===== src/rtl/redir_pkg.sv =====
package redir_pkg;
  localparam int AW    = 32;
  localparam int OFFW  = 16;
  localparam int IDXW  = 26;
  localparam int RIDXW = 5;
  localparam int OPW   = 6;
  localparam logic [RIDXW-1:0] LINK_GPR = RIDXW'(31);

  localparam logic [OPW-1:0] OP_SPECIAL = 6'd0;
  localparam logic [OPW-1:0] OP_REGIMM  = 6'd1;
  localparam logic [OPW-1:0] OP_JUMP    = 6'd2;
  localparam logic [OPW-1:0] OP_JLINK   = 6'd3;
  localparam logic [OPW-1:0] OP_BREQ    = 6'd4;
  localparam logic [OPW-1:0] OP_BRNE    = 6'd5;
  localparam logic [OPW-1:0] OP_BRLEZ   = 6'd6;
  localparam logic [OPW-1:0] OP_BRGTZ   = 6'd7;
  localparam logic [OPW-1:0] FN_JREG    = 6'd8;
  localparam logic [OPW-1:0] FN_JREGLNK = 6'd9;
  localparam logic [RIDXW-1:0] RT_LTZ   = 5'd0;
  localparam logic [RIDXW-1:0] RT_GEZ   = 5'd1;

  typedef enum logic [3:0] {
    CK_NONE, CK_EQ, CK_NE, CK_LEZ, CK_GTZ, CK_LTZ, CK_GEZ,
    CK_JMP, CK_JMPL, CK_JREG, CK_JREGL
  } ctl_kind_e;
endpackage


===== src/rtl/ctl_decode.sv =====
module ctl_decode
  import redir_pkg::*;
(
  input  logic [OPW-1:0]   opcode,
  input  logic [RIDXW-1:0] rt_field,
  input  logic [OPW-1:0]   funct,
  output ctl_kind_e        kind
);
  always_comb begin
    kind = CK_NONE;
    unique case (opcode)
      OP_SPECIAL: begin
        if (funct == FN_JREG)         kind = CK_JREG;
        else if (funct == FN_JREGLNK) kind = CK_JREGL;
      end
      OP_REGIMM: begin
        if (rt_field == RT_LTZ)      kind = CK_LTZ;
        else if (rt_field == RT_GEZ) kind = CK_GEZ;
      end
      OP_JUMP:  kind = CK_JMP;
      OP_JLINK: kind = CK_JMPL;
      OP_BREQ:  kind = CK_EQ;
      OP_BRNE:  kind = CK_NE;
      OP_BRLEZ: kind = CK_LEZ;
      OP_BRGTZ: kind = CK_GTZ;
      default:  kind = CK_NONE;
    endcase
  end
endmodule


===== src/rtl/cond_eval.sv =====
module cond_eval
  import redir_pkg::*;
#(
  parameter int W = AW
) (
  input  ctl_kind_e      kind,
  input  logic [W-1:0]   rs_val,
  input  logic [W-1:0]   rt_val,
  output logic           taken
);
  logic rs_neg, rs_zero, eq;

  always_comb begin
    rs_neg  = rs_val[W-1];
    rs_zero = (rs_val == '0);
    eq      = (rs_val == rt_val);
    unique case (kind)
      CK_EQ:  taken = eq;
      CK_NE:  taken = !eq;
      CK_LEZ: taken = rs_neg || rs_zero;
      CK_GTZ: taken = !rs_neg && !rs_zero;
      CK_LTZ: taken = rs_neg;
      CK_GEZ: taken = !rs_neg;
      CK_JMP, CK_JMPL, CK_JREG, CK_JREGL: taken = 1'b1;
      default: taken = 1'b0;
    endcase
  end
endmodule


===== src/rtl/tgt_calc.sv =====
module tgt_calc
  import redir_pkg::*;
#(
  parameter int W = AW
) (
  input  ctl_kind_e        kind,
  input  logic [W-1:0]     pc,
  input  logic [OFFW-1:0]  offset,
  input  logic [IDXW-1:0]  index,
  input  logic [W-1:0]     rs_val,
  input  logic [RIDXW-1:0] rd_field,
  output logic [W-1:0]     target,
  output logic             link_we,
  output logic [RIDXW-1:0] link_idx,
  output logic [W-1:0]     link_val
);
  localparam int SEXT = W - OFFW - 2;
  localparam int REGB = W - IDXW - 2;

  logic [W-1:0] pc_seq, br_tgt, jmp_tgt;

  always_comb begin
    pc_seq  = pc + W'(4);
    br_tgt  = pc_seq + {{SEXT{offset[OFFW-1]}}, offset, 2'b00};
    jmp_tgt = {pc_seq[W-1 -: REGB], index, 2'b00};
    unique case (kind)
      CK_EQ, CK_NE, CK_LEZ, CK_GTZ, CK_LTZ, CK_GEZ: target = br_tgt;
      CK_JMP, CK_JMPL:   target = jmp_tgt;
      CK_JREG, CK_JREGL: target = rs_val;
      default:           target = '0;
    endcase
    link_we  = (kind == CK_JMPL) || (kind == CK_JREGL);
    link_idx = (kind == CK_JMPL) ? LINK_GPR : rd_field;
    link_val = pc + W'(8);
  end
endmodule


===== src/rtl/redirect_unit.sv =====
module redirect_unit
  import redir_pkg::*;
(
  input  logic             clk,
  input  logic             rst_n,
  input  logic             issue_valid,
  input  logic [31:0]      pc,
  input  logic [5:0]       opcode,
  input  logic [4:0]       rt_field,
  input  logic [4:0]       rd_field,
  input  logic [5:0]       funct,
  input  logic [15:0]      offset,
  input  logic [25:0]      index,
  input  logic [31:0]      rs_val,
  input  logic [31:0]      rt_val,
  output logic             taken,
  output logic [31:0]      target,
  output logic             link_we,
  output logic [4:0]       link_idx,
  output logic [31:0]      link_val,
  output logic [31:0]      next_pc,
  output logic             redirect
);
  ctl_kind_e kind_raw, kind_eff;
  logic          pend_v_q, pend_v_d, pend_tk_q, pend_tk_d, pend_en;
  logic [AW-1:0] pend_pc_q, pend_pc_d;

  ctl_decode u_dec (
    .opcode(opcode), .rt_field(rt_field), .funct(funct), .kind(kind_raw)
  );

  // slot instructions and idle cycles are never control
  always_comb kind_eff = (issue_valid && !pend_v_q) ? kind_raw : CK_NONE;

  cond_eval #(.W(AW)) u_cond (
    .kind(kind_eff), .rs_val(rs_val), .rt_val(rt_val), .taken(taken)
  );

  tgt_calc #(.W(AW)) u_tgt (
    .kind(kind_eff), .pc(pc), .offset(offset), .index(index),
    .rs_val(rs_val), .rd_field(rd_field), .target(target),
    .link_we(link_we), .link_idx(link_idx), .link_val(link_val)
  );

  always_comb begin
    pend_en   = issue_valid;
    pend_v_d  = 1'b0;
    pend_tk_d = pend_tk_q;
    pend_pc_d = pend_pc_q;
    if (!pend_v_q && kind_eff != CK_NONE) begin
      pend_v_d  = 1'b1;
      pend_tk_d = taken;
      pend_pc_d = taken ? target : pc + AW'(8);
    end
  end

  always_ff @(posedge clk or negedge rst_n) begin
    if (!rst_n) begin
      pend_v_q  <= 1'b0;
      pend_tk_q <= 1'b0;
      pend_pc_q <= '0;
    end else if (pend_en) begin
      pend_v_q  <= pend_v_d;
      pend_tk_q <= pend_tk_d;
      pend_pc_q <= pend_pc_d;
    end
  end

  always_comb begin
    next_pc  = pend_v_q ? pend_pc_q : pc + AW'(4);
    redirect = issue_valid && pend_v_q && pend_tk_q;
  end

  AST_SLOT_ARMED: assert property (@(posedge clk) disable iff (!rst_n)
    (issue_valid && !pend_v_q && kind_raw != CK_NONE) |=> pend_v_q);
  AST_TARGET_HELD: assert property (@(posedge clk) disable iff (!rst_n)
    (issue_valid && !pend_v_q && taken) |=> (pend_pc_q == $past(target)));
  AST_SLOT_DRAINS: assert property (@(posedge clk) disable iff (!rst_n)
    (issue_valid && pend_v_q) |=> !pend_v_q);
  AST_SLOT_NO_LINK: assert property (@(posedge clk) disable iff (!rst_n)
    pend_v_q |-> (!link_we && !taken));
  AST_IDLE_HOLD: assert property (@(posedge clk) disable iff (!rst_n)
    !issue_valid |=> ($stable(pend_v_q) && $stable(pend_pc_q)));
  AST_LINK_ADDR: assert property (@(posedge clk) disable iff (!rst_n)
    link_we |-> (link_val == pc + 32'd8));
endmodule


===== config.mk =====
export PLATFORM = sky130hd
export DESIGN_NAME = redirect_unit
export DESIGN_NICKNAME = d
export VERILOG_FILES = /design/src/rtl/redir_pkg.sv /design/src/rtl/ctl_decode.sv /design/src/rtl/cond_eval.sv /design/src/rtl/tgt_calc.sv /design/src/rtl/redirect_unit.sv
export SDC_FILE = /design/constraint.sdc
export NUM_CORES = 1
export LEC_CHECK = 0
export BUFFER_PORTS_ARGS = -buffer_cell sky130_fd_sc_hd__buf_2
export CAP_MARGIN = 20
export CORE_MARGIN = 2
export CORE_UTILIZATION = 49
export DETAILED_ROUTE_END_ITERATION = 8
export PLACE_DENSITY = 0.92
export SLEW_MARGIN = 25
export SYNTH_ARGS = -nofsm -noshare
export SYNTH_HDL_FRONTEND = slang
export SYNTH_SLANG_ARGS = --single-unit

===== constraint.sdc =====
create_clock -name clk -period 8.5 [get_ports clk]
set_input_delay 2.125 -clock clk [delete_from_list [all_inputs] [get_ports clk]]
set_output_delay 2.125 -clock clk [all_outputs]
set_load 0.02 [all_outputs]

Word-level counts from Yosys, hierarchy flattened
Cells that the tools add are included.
Widths: inputs -> output; s select.
Cells by class
  magnitude comparators: 0
  bitwise gates (word level): 0
  $mul: 0
  muxes and demuxes: 12
  shifts and indexed selects: 0
  div/mod/pow operators: 0
  add/sub/neg operators: 3
  equality and inequality tests: 21
  reduce and logical (&&, ||, !) cells: 20
Operators with widths (number)
  $pmux 32 s3: 1
  $mux 32: 2
  $add 32x3->32 const B: 1
  $add 32x32->32: 1
  $add 32x4->32 const B: 1
  $eq 32x32->1: 1
  $logic_not 32->1: 1
  $pmux 4 s8: 1
  $eq 6x3->1 const B: 4
  $eq 4x3->1 const B: 4
  $mux 4: 4
  $eq 4x4->1 const B: 3
  $eq 6x2->1 const B: 2
  $eq 6x4->1 const B: 2
  $eq 4x2->1 const B: 2
  $pmux 1 s7: 1
  $eq 6x1->1 const B: 1
  $logic_not 6->1: 1
  $reduce_or 6->1: 1
  $eq 5x1->1 const B: 1
  $logic_and 1x1->1: 5
  $logic_not 5->1: 1
  $mux 5: 1
  $eq 4x1->1 const B: 1
  other kinds (8): 13
Storage, ports and cells
  ROM bits: 0
  flip-flop bits (word level): 34
  output and inout port bits: 104
  input port bits: 163
  latch bits: 0
  RAM bits: 0
  logic and storage cells: 59
  memories: 0

Longest topological paths before layout
Gate-level depths: netlist of the first run.
  depth in word-level cells: 9
  depth in mapped cells: 18
  gate-level depth less buffers: 18

By module
Synthesis of the first run repeated with hierarchy kept, for this count alone.
Unflattened totals
  cells, all modules: 987
  area total of the unflattened synthesis: 7075.5 µm²
Modules (own cells, without submodules)
  tgt_calc: cells each 504, sequential area each 0.0 µm², area an instance 3407.0 µm², times used 1
  redirect_unit: cells each 387, sequential area each 850.8 µm², area an instance 2926.6 µm², times used 1
  cond_eval: cells each 73, sequential area each 0.0 µm², area an instance 588.1 µm², times used 1
  ctl_decode: cells each 23, sequential area each 0.0 µm², area an instance 153.9 µm², times used 1

Worst setup path before layout of the first run
No wires, ideal clock.
  path type: input to output
  start: in pc[11]
  end: out target[31]
  arrival: 5.565 ns
  stages on the path: 16
  buffers on the path: 3
  slack: 0.810 ns
  cells stage by stage: clkbuf_1 nand4_1 or3_1 clkbuf_1 nor2_1 xor2_1 ha_1 clkbuf_1 a21oi_1 o21ai_0 a2111o_1 o22ai_1 o21ai_0 a2111oi_0 nor2_1 inv_1
Between the ends
  longest elaborated chain between the ends: 3
RTL lines
  from (decl): RTL line redirect_unit.sv:7  | input logic [31:0] pc,
  $add 32x3->32 (*): RTL line tgt_calc.sv:23  | pc_seq = pc + W'(4);
  $add 32x32->32: RTL line tgt_calc.sv:24  | br_tgt = pc_seq + {{SEXT{offset[OFFW-1]}}, offset, 2'b00};
  $pmux 32 s3 (*): RTL line tgt_calc.sv:26  | unique case (kind)
  to (decl): RTL line redirect_unit.sv:17  | output logic [31:0] target,
Mark *: on every way between the ends. The rest lies on a longest branch, timed or not.

Worst setup path in the final report of the first run
  start: in pc[3]
  end: out target[30]
Same word-level chain as after synthesis.

==> results of run 1 <==
how the worst max path moves through the flow:
stage / from / endpoint / slack, ns / cells past startpoint
6_report: pc[3] / target[30] / 0.27 / 16
5_1_grt: pc[3] / target[31] / 0.08 / 16
4_1_cts: pc[3] / target[30] / 0.33 / 18
3_5_place_dp: pc[3] / target[30] / 0.34 / 18
3_3_place_gp: pc[3] / target[31] / 0.50 / 17
2_1_floorplan: pc[11] / target[31] / 0.81 / 16
Yosys cell counts (all sizes together), types with 5 or more instances:
master | instances | area, um^2
a221o | 28 | 280.3
nor3 | 13 | 70.07
a22o | 8 | 70.07
a21o | 14 | 105.1
and3 | 14 | 92.59
a21oi | 41 | 205.2
nand2b | 7 | 43.79
xor2 | 64 | 560.5
o211ai | 5 | 37.54
nor4 | 23 | 165.2
mux2 | 30 | 337.8
or3 | 7 | 53.80
nand2 | 68 | 257.8
and2 | 20 | 125.1
nor2 | 35 | 147.6
a22oi | 27 | 202.7
or2 | 8 | 50.05
a21boi | 7 | 52.55
a211oi | 5 | 37.54
xnor2 | 48 | 420.4
inv | 20 | 75.07
dfrtp | 34 | 850.8
nand4 | 19 | 118.9
ha | 36 | 450.4
clkbuf | 28 | 105.1
nand3 | 26 | 130.1
o21ai | 36 | 180.2
buf | 12 | 73.82
per-stage QoR:
| stage | util [%] | cells | power, W |
|---|---|---|---|
| 6_report | 64.34 | 1119 | 0.0008890 |
| 5_1_grt | 64.34 | 1119 | 0.0009341 |
| 4_1_cts | 64.19 | 1119 | 0.0008793 |
| 3_5_place_dp | 62.74 | 1111 | 0.0006583 |
| 3_3_place_gp | 62.72 | 1111 | 0.0006517 |
| 2_1_floorplan | - | 730 | 0.0005094 |
final cells by class:
type / count / area, um^2 / area share (%)
Clock buffer: 5 / 125.1 / 1.703
Clock inverter: 3 / 40.04 / 0.5450
Inverter: 20 / 75.07 / 1.022
Multi-Input combinational cell: 636 / 4656 / 63.37
Sequential cell: 34 / 850.8 / 11.58
Tap cell: 143 / 178.9 / 2.435
Timing Repair Buffer: 278 / 1421 / 19.35
registers in the layout, indices dropped and copies added (netlist names):
signal / count
pend_pc_q: 32
pend_tk_q: 1
pend_v_q: 1
worst register-to-register path, cell delays in order (launching register included):
cell      delay (ns)
dfrtp_1         0.48
inv_1           0.11
nand3_1         0.25
a311oi_1        0.50
nand2_1         0.18
mux2i_4         0.18
buf_4           0.36
nor3_4          0.19
buf_4           0.29
and2_1          0.20
a221o_1         0.30
logic make-up (layout without fill, tap and decap cells):
kind of cell	Yosys count	in the layout	synth area share, %
muxes	32	32	6.463
xor gates and xnor gates	112	112	17.12
and+or+nand+nor	247	247	22.84
AOI/OAI and AO/OA	208	208	26.09
buffers and inverters	60	306	4.432
adders and majority gates	37	37	8.210
DFF	34	34	14.85
routing by layer:
metal | GRT usage [%] | share of wire, %
met1 | 47.07 | 37
met2 | 59.68 | 45
met3 | 7.829 | 11
met4 | 23.33 | 7.2
met5 | 0 | 0
report_power, final:
group	internal, W	leakage (nW)	switching, W	total [W]
clock network	0.000138	0.0836	0.0000817	0.000219
logic	0.000190	3.07	0.000245	0.000435
registers	0.000210	0.431	0.0000245	0.000234
total	0.000538	3.59	0.000351	0.000889
==> results.md, run 1 <==
- The layout filler cell count is just over 1000.
- The path with the worst hold slack has its endpoint at pend_tk_q$_DFFE_PN0P_.
- The post-CTS setup repair buffer count is 0.
- For this design, the slowest cell found on the critical path is o31ai_1.
- The clock drives 34 sinks.
- The run finished with clean final reports.
- The most common library cell in the layout ignoring fill and taps is buf_2.
- The CTS tree is yes.
- The top cell types in the final layout, fill and taps aside, are buf_2 (266), nand2_1 (67), xor2_1 (64), xnor2_1 (48), a21oi_1 (41).
- The peak fanout along the critical path is 7.
- After clock tree synthesis, the clock-pin slew on the worst setup and hold paths is approximately 0.060 ns.
- The total inserted antenna cells is 0.
- The register bit count reported by yosys is 34.
- The max-capacitance violation count is 0.
- In the routed design, unresolved DRC markers number 0.
- The critical path class is input port to output pin.
- STA classifies the critical path startpoint as an input port.
- The startpoint identified for the worst hold timing path is pend_tk_q$_DFFE_PN0P_.
- The peak per-stage delay on the critical path is 0.62 ns.
- Summed over all cells, the static leakage comes to between 3 and 4 nW.
- The final worst-path cycle share is ~97%.
- The floorplan step set the die height to ~110 um.
- The area of the die is 0.01258 mm^2.
- The pin count of the biggest net entering global routing is 35.
- The initial core utilization is between 50% and 60%.
- Grouping stages by cell kind, the critical path spends the most delay in compound AO/OA/AOI/OAI gates.
- After technology mapping, the gate count stands at 730.
- The arrival time of the worst setup path is just over 6 ns.
- STA classifies the critical path endpoint as an output pin.
- Summing over every cut layer, the via total after detailed routing is slightly above 7000.
- The source-to-sink clock delay at the later pin of the worst-skew pair is between 0.2 and 0.3 ns.
- The post-cts repair resize count is 0.
- The slew at the pin with the worst max-slew slack is approximately 0.91 ns.
- Measured against its own limit, the worst slew margin works out to a little under 40%.
- Among all flip-flop cells after synthesis, the most frequent one is dfrtp_1.
- The area of placed instances is around 0.0072 mm^2.
- The worst hold path belongs to the class flop to flop.
- When the netlist entered floorplanning its net count stood at 930.
- The via count of the first global-routing pass is 6905.
- For flop-to-flop paths, the worst setup slack is about 5.3 ns.
- Setup repair after global routing left no endpoint under its margin.
- The maximum buffer depth of the clock tree is 2.
- The core region is 0.01142 mm^2.
- At the end of routability-driven placement, the weighted congestion stood at about 1.
- The mapped cell area is between 0.005 and 0.006 mm^2.
- In this run the critical register-to-register path is captured at pend_pc_q[22]$_DFFE_PN0P_.
- The layout cell share with drive strength beyond 1 is 35.35%.
- The number of design-rule violations left by the first detailed-router iteration is 870.
- Timing analysis after detailed placement gives a worst setup slack of approximately 0.34 ns.
- The number of detailed-route iterations in the first pass is 7.
- The total overflow left after global routing is 0.
- The source of the worst register-to-register timing path is pend_v_q$_DFFE_PN0P_.
- The critical path contains buffers and inverters numbering 2 combined.
- The maximum level of the CTS H-tree is 2.
- The worst setup margin is ~0.27 ns.
- Clock tree synthesis selected as its root buffer the cell clkbuf_16.
- For the worst flop-to-flop path, the logic depth is 10.
- The worst hold path depth is 1.
- The placement row count is 39.
- The netlist uses between 60 and 70 different library cells.
- VDD sags by at most roughly 0.000077 V.
- Counting the buffers created by CTS gives 5.
- The global-route wire length before repair is roughly 37 mm.
- The number of antenna violations at the first check in global routing is 0.
- The count of buffers added on input and output ports is about 270.
- Buffers inserted to repair hold after CTS numbered 0.
- Compared with the post-synthesis result, the final layout area differs by 28.21%.
- Counting flops with a built-in enable in the synthesized netlist gives 0.
- The total count of max-transition violations in the final report came to 0.
- Counting flops with an async set or reset pin after synthesis yields a share of 100.0%.
- The share of synthesized area occupied by flip-flops and latches is 14.85%.
- The hold slack is 0.5112 ns.
- The count of nets left with antenna violations once routing finished came out at 0.
- Counting I/O delays and the setup requirement, the final critical path takes between 8 and 9 ns.
- The routed wire length per instance is roughly 22 um.
- approximately 270 I/O pins were placed.
- Setup violations remaining at the end of the flow were counted as 0.
- The die is approximately 110 um wide.
- The net count of the finished layout is about 1200.
- The power density over the cells is 121.0 mW/mm^2.
- Walking the worst path, the cells encountered are buf_2 > ha_1 > nand3_2 > nor2_1 > nand2_1 > nor2_1 > xor2_1 > ha_1 > a21oi_1 > o21ai_0 > and3_1 > o31ai_1 > a311oi_1 > or3_1 > a31o_2 > buf_2.
- Summed over all layers, the routed wires come to 24.98 mm.
- The per-cell via count in the routed design is ~6.5.
- The number of warnings reported in the yosys synthesis log is 0.
- The fmax is around 120 MHz.
- Adding up every negative setup slack in the final design gives 0 ns.
- The global router's overall resource usage is a little under two fifths.
- The worst-case clock skew is approximately 0.0075 ns.
- The required time at the worst-slack endpoint is approximately 6.4 ns.
- The post-synthesis average cell area is between 7 and 8 um^2.
- The total count of hold-check failures in the final report is 0.
- The final design instance area without fill is roughly 0.0073 mm^2.
- Summed over all nets, the half-perimeter wirelength after detailed placement is 19.72 mm.
Power figures use the tool's default switching activity.
==> run 2: changes to the inputs <==
--- a/config.mk
+++ b/config.mk
@@ -5,12 +5,14 @@
 export SDC_FILE = /design/constraint.sdc
 export NUM_CORES = 1
 export LEC_CHECK = 0
+export ABC_AREA = 1
 export BUFFER_PORTS_ARGS = -buffer_cell sky130_fd_sc_hd__buf_2
 export CAP_MARGIN = 20
 export CORE_MARGIN = 2
-export CORE_UTILIZATION = 49
+export CORE_UTILIZATION = 52
 export DETAILED_ROUTE_END_ITERATION = 8
-export PLACE_DENSITY = 0.92
+export PLACE_DENSITY = 0.93
+export RECOVER_POWER = 25
 export SLEW_MARGIN = 25
 export SYNTH_ARGS = -nofsm -noshare
 export SYNTH_HDL_FRONTEND = slang
==> run 2 against run 1 <==
The flow now finishes with violations (capacitance limit, slew limit). Clock skew down 0.0059 ns. Die area up 17%. Synthesized area up 25%. Largest cell class unchanged.
==> results.md, run 2 <==
- The flow ran to the end, but the final reports show violations.
- The type of destination of the critical path is an output pin.
- The floorplan has 42 rows.
- The maximum level of the CTS H-tree is 2.
- Headroom to the max-slew limit came out at -41.02%.
- The peak fanout along the critical path is 5.
- The worst IR drop on VDD is about 0.00013 V.
- The routability congestion estimate from global placement is 1.136.
- The number of flip-flops in the largest register is 32.
- The cell count after synthesis came out at 1300.
- The fraction of the core area covered by cells at the end of the flow is about two thirds.
- For this run, asynchronously set or reset flops after synthesis account for 100.0%.
- Static timing analysis puts the maximum clock frequency at 125.8 MHz.
- Yosys printed 0 warnings.
- Entering global routing, the biggest net connects 46 pins.
- In this run the standard cell core region covers 0.01335 mm^2.
- The per-cell via count in the routed design is 5.772.
- The cell type contributing the most total cell area after synthesis is nand2_1.
- The post-CTS setup repair buffer count is 0.
- The tree is rooted in a clkbuf_16.
- The final standard cell count with taps included and fillers excluded is between 1500 and 2000.
- The via count of the first global-routing pass is around 9000.
- Multiplexer cells account for 0% of the synthesized area.
- The layout filler cell count is 1319.
- The combined flip-flop and latch cell area is about 850 um^2.
- Overall power consumption after layout is estimated at 0.0009585 W.
- The synthesized netlist contains 42 unique library cells.
- The total congestion overflow after global routing is 0.
- The total inserted antenna cells is 0.
- The clock arrives with roughly 0.0016 ns of skew.
- Ranked by total cell area, the synthesized netlist is headed by nand2_1 (26%), dfrtp_1 (12%), inv_1 (8.8%).
- The number of antenna violations at the first check in global routing is 0.
- The sum of negative setup slack is 0 ns.
- The number of nets in the finished design is roughly 1700.
- The register bit count reported by yosys is 34.
- In this run the vertical extent of the chip is 121.2 um.
- The worst hold path depth is 2.
- The complex-gate fraction of the synthesized area is ~6.7%.
- The time the final worst path needs with I/O delays and setup is 7.952 ns.
- The most common library cell in the layout ignoring fill and taps is nand2_1.
- The met1 routing resource usage after global routing is 54.87%.
- The die covers about 0.015 mm^2.
- The number of hold buffers added after cts is 0.
- The floorplan step set the die width to around 120 um.
- The global router's overall resource usage is approximately two fifths.
- The total count of max-transition violations in the final report was 35.
- The top cell types in the final layout, fill and taps aside, are nand2_1 (492), buf_2 (263), inv_1 (168), nor2_1 (132), nand3_1 (108).
- TritonCTS built the clock tree.
- In the synthesized netlist the dominant register cell turns out to be dfrtp_1.
- The footprint of the multi-input gates is ~0.0054 mm^2.
- The arrival time of the worst setup path is a little under 6 ns.
- More flip-flops sit in one register than any other, and that register is pend_pc_q.
- The slew at the pin with the worst max-slew slack is about 2.1 ns.
- Setup violations remaining at the end of the flow were counted as 0.
- For this design the static power due to leakage is about 5 nW.
- The count of placed standard cells including taps is roughly 1700.
- The layout overhead on the synthesized area is 21.42%.
- Data on the critical path is required at its endpoint by between 6 and 7 ns.
- Global routing consumed, on the met2 layer, between 60% and 70% of the routing resources.
- The quantity of I/O buffers inserted on ports is 266.
- The total nets after synthesis is 1500.
- The number of clock buffers inserted by TritonCTS is 5.
- The clock reaches the later pin of the worst-skew pair after just under 0.3 ns.
- The XOR/XNOR share of the synthesized area is between 9 and 10%.
- Max-cap violations in this run came to 1.
- Setup repair after global routing left no endpoint under its margin.
- The number of design-rule violations left by the first detailed-router iteration is 1222.
- The half-perimeter wire length of the detailed placement result is 26.03 mm.
- The number of detailed-route iterations in the first pass is 8.
- In this run the power density over the cells is 110.4 mW/mm^2.
- The total number of vias is approximately 10000.
- Summing the areas of all and, or, nand and nor instances in the mapped netlist gives 52.79% of the synthesized area.
- In this run the remaining antenna-violating nets after routing total 0.
- The longest clock path from root to sink contains 2 buffers.
- In the routed design, unresolved DRC markers number 0.
- Hold timing on the final database bottoms out at a slack of ~0.50 ns.
- For this run, the register share of the synthesized area comes to between 10% and 20%.
- In this run the mean area of a mapped cell was 5.499 um^2.
- Dividing the detail-routed wire length by the instance count gives 18.43 um.
- The clock drives 34 sinks.
- The first global-routing pass estimated around 47 mm of wire.
- The number of enable-type register cells in the synthesized netlist is 0.
- The layer flagged by global routing as most heavily used is met2.
- The I/O pin count is between 200 and 300.
- The worst path uses between 90% and 100% of the clock period.
- The layout cell share with drive strength beyond 1 is 21.27%.
- Of the post-synthesis cell area, the dominant cell type holds between 20 and 30%.
- The number of gates resized after CTS was 0.
- The most common cell in the synthesized netlist is nand2_1.
- The critical path launch point type is an input port.
- The initial core utilization is ~54%.
- The total count of hold-check failures in the final report is 0.
- The length in cells of the worst reg-to-reg path is 13.
- The fraction of met3 tracks used by global routing is between 6 and 7%.
- After synthesis, the largest family of logic cells by area is simple AND/OR/NAND/NOR gates.
- In the synthesized netlist, the cells that appear most often are nand2_1 (490), inv_1 (167), nor2_1 (130).
- After clock tree synthesis, the clock-pin slew on the worst setup and hold paths is roughly 0.060 ns.
- The largest registers in the layout are pend_pc_q (32), pend_tk_q (1), pend_v_q (1).
- In this run the worst hold path is classified as flop to flop.
- The critical path in this run is classified as input port to output pin.
- The routed design has between 30 and 40 mm of wire.
- The synthesized netlist occupies a cell area of between 0.007 and 0.008 mm^2.
- The final reports fail on capacitance limit, slew limit.
- The adder-cell share of the synthesized area is between 6 and 7%.
run 2: layer usage:
layer	up-vias	share of wire, %
li1	4601	-
met2	809	44
met4	0	6.0
met1	4380	37
met5	-	0
met3	156	13
run 2: final cells by class:
cell class	instances	share of cell area [%]
Clock buffer	6	1.485
Tap cell	176	2.537
Inverter	178	7.727
Multi-Input combinational cell	1055	62.20
Clock inverter	2	0.4325
Timing Repair Buffer	272	15.81
Sequential cell	34	9.803
run 2: cell families after synthesis:
kind of cell	after synthesis
xor gates and xnor gates	79
and+or+nand+nor	852
DFF	34
adders and majority gates	37
buffers and inverters	211
AOI/OAI and AO/OA	87
run 2: critical path, cell delays in order:
cell and delay (ns):
buf_2 0.11, ha_1 0.23, nand3_1 0.15, nor2_2 0.25, inv_2 0.08, nor2_4 0.17
nand2_1 0.17, nor4_2 0.22, xor2_1 0.31, o21ai_1 0.13, inv_1 0.13, ha_1 0.26
nand2_1 0.12, inv_1 0.05, a21oi_1 0.27, o21ai_0 0.14, inv_1 0.11, nor2_1 0.05
nor2_1 0.13, nand2_1 0.07, nand2_1 0.05, nand3_1 0.07, nand2_1 0.22, buf_2 0.20
run 2: report_power, final:
group          internal, W  leakage [nW]  switching, W
Combinational     0.000170          4.48      0.000326
Sequential        0.000216         0.427     0.0000274
Clock             0.000139        0.0771     0.0000806
run 2: worst paths after layout:
kind / from / end / slack, ns
hold / removal: pend_pc_q[23]$_DFFE_PN0P_ / pend_pc_q[23]$_DFFE_PN0P_ / 0.50
max in group asynchronous: rst_n / pend_pc_q[31]$_DFFE_PN0P_ / 4.85
setup reg to reg: pend_v_q$_DFFE_PN0P_ / pend_pc_q[26]$_DFFE_PN0P_ / 3.94
hold reg to reg: pend_pc_q[23]$_DFFE_PN0P_ / pend_pc_q[23]$_DFFE_PN0P_ / 0.50
min in group asynchronous: rst_n / pend_pc_q[12]$_DFFE_PN0P_ / 2.44
setup / recovery: pc[3] / target[30] / 0.55
run 2: metrics by stage:
stage,setup WS (ns),area (um^2)
after floorplan,1.414,7148
after global placement,0.6425,8537
after detailed placement,0.7025,8537
after CTS,0.6528,8703
after global routing,0.2862,8680
final,0.5480,8680
